### config.mk
export PLATFORM = sky130hd
export DESIGN_NAME = ptrstep_exu
export DESIGN_NICKNAME = d
export VERILOG_FILES = /design/src/rtl/ptrstep_exu.sv
export SDC_FILE = /design/constraint.sdc
export NUM_CORES = 1
export LEC_CHECK = 0
export ABC_CLOCK_PERIOD_IN_PS = 6000
export BUFFER_PORTS_ARGS = -buffer_cell sky130_fd_sc_hd__buf_2
export CORE_MARGIN = 2
export CORE_UTILIZATION = 45
export CTS_CLUSTER_DIAMETER = 120
export CTS_CLUSTER_SIZE = 14
export DETAILED_ROUTE_END_ITERATION = 10
export PLACE_DENSITY = 0.82
export SLEW_MARGIN = 10
export SYNTH_ARGS = -nofsm -noshare
export SYNTH_HDL_FRONTEND = slang
export SYNTH_SLANG_ARGS = --single-unit
### constraint.sdc
create_clock -name clk -period 6 [get_ports clk]
set_input_delay 1.8 -clock clk [delete_from_list [all_inputs] [get_ports clk]]
set_output_delay 1.8 -clock clk [all_outputs]
set_load 0.02 [all_outputs]
### src/rtl/ptrstep_exu.sv
module ptrstep_exu #(
  parameter int XLEN  = 32,
  parameter int OFF_W = 13,
  parameter int SHW   = $clog2(XLEN)
) (
  input  logic              clk,
  input  logic              rst_n,
  input  logic              op_valid,
  input  logic [2:0]        op_code,
  input  logic [XLEN-1:0]   pc,
  input  logic [XLEN-1:0]   ptr_val,
  input  logic [XLEN-1:0]   data_val,
  input  logic [XLEN-1:0]   lim_val,
  input  logic [SHW-1:0]    step_exp,
  input  logic [OFF_W-1:0]  br_off,
  output logic              mem_we,
  output logic [XLEN-1:0]   mem_addr,
  output logic [XLEN-1:0]   mem_wdata,
  output logic [XLEN/8-1:0] mem_be,
  output logic              wb_en,
  output logic [XLEN-1:0]   wb_val,
  output logic              br_taken,
  output logic [XLEN-1:0]   br_target,
  output logic              misalign
);
  localparam int LANES = XLEN / 8;
  localparam int LSB   = $clog2(LANES);

  localparam logic [2:0] OP_SB_UP = 3'b001;
  localparam logic [2:0] OP_SB_DN = 3'b010;
  localparam logic [2:0] OP_SW_UP = 3'b011;
  localparam logic [2:0] OP_SW_DN = 3'b100;
  localparam logic [2:0] OP_BR_UP = 3'b101;
  localparam logic [2:0] OP_BR_DN = 3'b110;

  logic is_sb, is_sw, is_br, is_dn, bad_al, do_st, do_wb;
  logic [XLEN-1:0]  step, nxt_ptr, tgt, rep_data;
  logic [LANES-1:0] lane_be;

  assign is_sb  = (op_code == OP_SB_UP) || (op_code == OP_SB_DN);
  assign is_sw  = (op_code == OP_SW_UP) || (op_code == OP_SW_DN);
  assign is_br  = (op_code == OP_BR_UP) || (op_code == OP_BR_DN);
  assign is_dn  = (op_code == OP_SB_DN) || (op_code == OP_SW_DN) || (op_code == OP_BR_DN);
  assign bad_al = is_sw && (ptr_val[LSB-1:0] != '0);
  assign do_st  = is_sb || (is_sw && !bad_al);
  assign do_wb  = do_st || is_br;

  assign step    = is_br ? (XLEN'(1) << step_exp) : (is_sw ? XLEN'(LANES) : XLEN'(1));
  assign nxt_ptr = is_dn ? (ptr_val - step) : (ptr_val + step);
  assign tgt     = pc + {{(XLEN-OFF_W){br_off[OFF_W-1]}}, br_off};
  assign lane_be = is_sw ? '1 : (LANES'(1) << ptr_val[LSB-1:0]);
  assign rep_data = is_sw ? data_val : {LANES{data_val[7:0]}};

  always_ff @(posedge clk) begin
    if (!rst_n) begin
      mem_we    <= 1'b0;
      wb_en     <= 1'b0;
      br_taken  <= 1'b0;
      misalign  <= 1'b0;
      mem_addr  <= '0;
      mem_wdata <= '0;
      mem_be    <= '0;
      wb_val    <= '0;
      br_target <= '0;
    end else begin
      mem_we   <= op_valid && do_st;
      wb_en    <= op_valid && do_wb;
      br_taken <= op_valid && is_br && (ptr_val != lim_val);
      misalign <= op_valid && bad_al;
      if (op_valid) begin
        mem_addr  <= ptr_val;
        mem_wdata <= rep_data;
        mem_be    <= lane_be;
        wb_val    <= nxt_ptr;
        br_target <= tgt;
      end
    end
  end
endmodule

# --- After elaboration in Yosys (flattened, before gate mapping) ---
# Index checks and enable logic that the tools add are counted.
word_totals:
  regBits: 136
  out_inout_bits: 136
op_classes:
  n_addsub: 3
  n_mux: 5
  reduce_logical: 16
  shift: 2
  n_eq_ne: 7
ops:
  columns: ["operator", "count"]
  rows:
  - ["two-way mux 32 bit", 3]
  - ["adder 32 bit", 2]
  - ["inequality test 32 bit", 1]
  - ["left shift 1 x 5 -> 32 bit, first input constant", 1]
  - ["subtractor 32 bit", 1]
  - ["equality test 3 bit, second input constant", 3]
  - ["logical AND 1 bit", 7]
  - ["logical OR 1 bit", 7]
  - ["equality test 3 x 2 -> 1 bit, second input constant", 2]
  - ["two-way mux 4 bit", 1]
  - ["left shift 1 x 2 -> 4 bit, first input constant", 1]
  - ["equality test 3 x 1 -> 1 bit, second input constant", 1]
  - ["two-way mux 3 bit", 1]
  - ["nonzero test 2 bit", 1]
  - ["zero test 1 bit", 1]

# --- Depth between registers and ports, before layout ---
logic_depth:
  ltp_word: 8
  mapped_depth: 23
  ltp_nobuf: 22

# --- Worst setup path after synthesis ---
# Ideal clock, no wire load.
synth_timing:
  path_kind: "input to register"
  start: "input step_exp[0]"
  end: "register wb_val[26]"
  path_buffers: 1
  required_time_ns: 5.884
  setup_slack_ns: 0.076
  cell_stages: 22
  arrival_ns: 5.808
  cell_sequence: "or2_2 > clkbuf_1 > o41a_1 > o21ai_0 > o21ai_0 > ha_1 > nand3_1 > a21oi_1 > nor2_1 > inv_1 > a21oi_1 > a21oi_1 > ha_1 > a21o_1 > a21o_1 > a2111oi_1 > nor3_1 > a2111o_1 > nand2_1 > a21boi_1 > or3_1 > a41o_1"
synth_via:
  elab_chain_cells: 4
  elab_cells_between_ends: 5
  cone_classes: "add/sub: 2; shift: 1; mux: 2"
synth_rtl:
  columns: ["element", "line_no", "text"]
  rows:
  - ["start: declaration", "14", "input logic [SHW-1:0] step_exp,"]
  - ["left shift 1 x 5 -> 32 bit (*)", "48", "assign step = is_br ? (XLEN'(1) << step_exp) : (is_sw ? XLEN'(LANES) : XLEN'(1));"]
  - ["two-way mux 32 bit (*)", "48", null]
  - ["adder 32 bit / subtractor 32 bit (equally long branches)", "49", "assign nxt_ptr = is_dn ? (ptr_val - step) : (ptr_val + step);"]
  - ["two-way mux 32 bit (*)", "49", null]
  - ["end signal: assignment", "74", "wb_val <= nxt_ptr;"]
  - ["end: declaration", "21", "output logic [XLEN-1:0] wb_val,"]
# Every way passes the cells marked *; elsewhere a longest branch is shown, timed or not.
# A chain may end at the register's enable or synchronous reset.

# --- Worst setup path in the final report ---
layout_timing:
  start: "input step_exp[0]"
  end: "register wb_val[31]"
# The elaborated chain is that of the path after synthesis.

==> flow_metrics.tcl <==
set metrics [dict create \
    outcome "completed" \
    top_layer_used "met4" \
    core_um2 20040 \
    drive_gt1_share_pct 27.21 \
    tritoncts "done" \
    grt_pass1_vias 8761 \
    synth_nets 1304 \
    utilization_pct 57.52 \
    maxCapViolations 0 \
    routed-wl-met3_um 2187 \
    pwr_density_cell_nw_per_um2 268.2 \
    hold_depth 2 \
    yosys.area.top_type_share_pct 29.90 \
    antenna_found_initial 0 \
    nets 1594 \
    hold_violations 0 \
    wl_met2_um 13100 \
    crit_arrival_ns 5.91 \
    rsz0062_at_grt "false" \
    area_delta_synth_final_pct 26.57 \
    worst_slack_ns 0.3457 \
    cts_setup_buffers 0 \
    ys_ff_latch 136 \
    syn_area_per_cell_um2 8.377 \
    grt_usage_pct 25.28 \
    ir_drop_mv 0.1852 \
    r2r-start "br_target[28]" \
    die_w_um 146.3 \
    grt_pass1_wl_um 43550 \
    yosys_warnings 0 \
    path_clk_slew_ns 0.06 \
    num_rows 52 \
    min_path_type "reg -> reg" \
    dp_slack_ns 0.002659 \
    min_to "br_target[23]" \
    dieArea_um2 21390 \
    path_class "in -> reg" \
    dp_cells 1628 \
    fill_cells 1818 \
    grt_max_degree 69 \
    drc 0 \
    io_buffers 287 \
    whs_ns 0.4593 \
    hold_buffers 0 \
    ys_seq_area_share_pct 29.90 \
    cts_buffers 17 \
    start_util_pct 45.44 \
    slew_viol_final 0 \
    drt-pass1-iter-count 5 \
    n_antenna_cell 0 \
    yosysMostFrequentCell "dfxtp_1" \
    dr_total_vias 9119 \
    cp-start-kind "primary input" \
    fin_tns_setup_ns 0 \
    gp_congestion 0.9792 \
    power_mw 3.092 \
    final_cell_count_no_fill 1659 \
    synth_area_um2 9106 \
    final_cell_area_um2 11530 \
    ant_nets 0 \
    min-delay-start "br_target[23]" \
    clkSinkCount 136 \
    post_dp_cell_area_um2 10970 \
    synth.distinct_cells 77 \
    synthCells 1087 \
    synth_common_cells "136 x dfxtp_1, 118 x a21oi_1, 85 x nor2b_1, 79 x o21ai_0, 77 x mux2i_1" \
    clockBufferDepth 2 \
    ios 288 \
    regToRegSetupSlack_ns 5.05 \
    setup_violations 0 \
    clock.fmax_ghz 0.1769 \
    drtIter0Drc 713 \
    synthTopCellsByArea "dfxtp_1 30%, ha_1 8.7%, mux2i_1 8.5%" \
    fin_worst_skew_ns 0 \
    critPathMaxFanout 3 \
    reg2reg_to "br_target[28]" \
    relSlewSlack_pct 25.95 \
    synth_edf_count 0 \
    tightestPinTransition_ns 1.111 \
    clock_latency_ns 0.42 \
    wirelength_um 27950 \
    yosysTopAreaCell "dfxtp_1" \
    fin_crit_sh_pct 94.24 \
    die_y_um 146.3 \
    critPathRequiredTime_ns 6.25 \
    end_kind "register" \
    synthArstFlopShare_pct 0 \
    grt_overflow 0 \
    vias_per_cell 5.497 \
    power_leakage_nw 5.560 \
    drt-wirelength-per-cell_um 16.85 \
    dpl.hpwl_um 21180 \
    htree_levels 4 \
    wirelength_met1_um 11720 \
    worstRegToRegCells 3 \
    cts_resized 0 \
    final.min_clock_period_ns 5.654 \
    dominantRegCellSynth "dfxtp_1" \
    clock-root-buffer "clkbuf_16" \
]
## routing by layer
| metal | vias up | track usage, % |
|---|---|---|
| met2 | 385 | 42.67 |
| li1 | 4468 | - |
| met1 | 4208 | 30.78 |
| met4 | 0 | 9.806 |
| met3 | 58 | 6.844 |
| met5 | - | 0 |
## where the power goes
group	internal, mW	switching [mW]	total (mW)
Sequential	0.991	0.0439	1.04
Combinational	0.439	0.608	1.05
Clock	0.572	0.438	1.01
## state kept, by name, indices dropped and copies added (netlist names)
name       count
br_taken       1
br_target     32
mem_addr      32
mem_be         4
mem_wdata     32
mem_we         1
misalign       1
wb_en          1
wb_val        32
## critical path: stages
cell and delay, ns:
buf_2 0.10, or2_2 0.33, o41a_1 0.31, o21ai_0 0.14
o21ai_0 0.14, ha_1 0.24, nand3_1 0.11, a21oi_1 0.06
o221ai_1 0.18, a32oi_1 0.09, ha_1 0.32, a211oi_1 0.27
o21bai_1 0.14, buf_4 0.15, a21o_2 0.20, a211oi_2 0.27
o21ai_1 0.17, a21bo_2 0.25, a211oi_2 0.24, a21oi_1 0.12
xnor2_1 0.17, a21oi_1 0.08
## how the worst max path moves through the flow
stage | startpoint | to | cells after the start
global placement | step_exp[0] | wb_val[26] | 22
CTS | step_exp[0] | wb_val[31] | 22
floorplan | step_exp[0] | wb_val[26] | 22
finish | step_exp[0] | wb_val[31] | 22
global route | step_exp[0] | wb_val[31] | 22
detailed placement | step_exp[0] | wb_val[26] | 21
## cell usage in the layout (no fill, tap or decap), types with 3 or more instances in the layout
cell type     n
a211oi_1      8
a211oi_2      3
a21o_1       30
a21oi_1     118
a22oi_1       4
a31oi_1       9
and2_1       17
and3_1        8
buf_2       285
buf_4        39
clkbuf_16    17
clkinv_2      3
clkinvlp_4    3
dfxtp_1     136
ha_1         63
inv_1        24
inv_6         4
mux2i_1      77
nand2_1      68
nand2b_1     11
nand3_1      21
nand3b_1      9
nand4_1      11
nor2_1       54
nor2b_1      85
nor3_1       10
nor3b_1       3
o211a_1       8
o21a_1        8
o21ai_0      78
o21ai_1       6
o21bai_1      8
o22ai_1       7
or2_2         4
xnor2_1      66
xor2_1       23
## logic make-up after synthesis
family	synth area share, %
compound gates	22.05
buf+inv	3.229
simple gates	18.47
flops	29.90
mux	8.588
fa+ha+maj	9.206
xor+xnor	8.560
## cell type report
class                      instances  area, um^2  share of cell area [%]
multi-input combinational        873        6096                   52.89
sequential                       136        2723                   23.62
timing repair buffer             325        1730                   15.01
clock buffer                      18       429.2                   3.723
tap                              270       337.8                   2.931
clock inverter                    13       120.1                   1.042
inverter                          24       90.09                  0.7816
No activity file was read; power rests on OpenSTA's default activity.
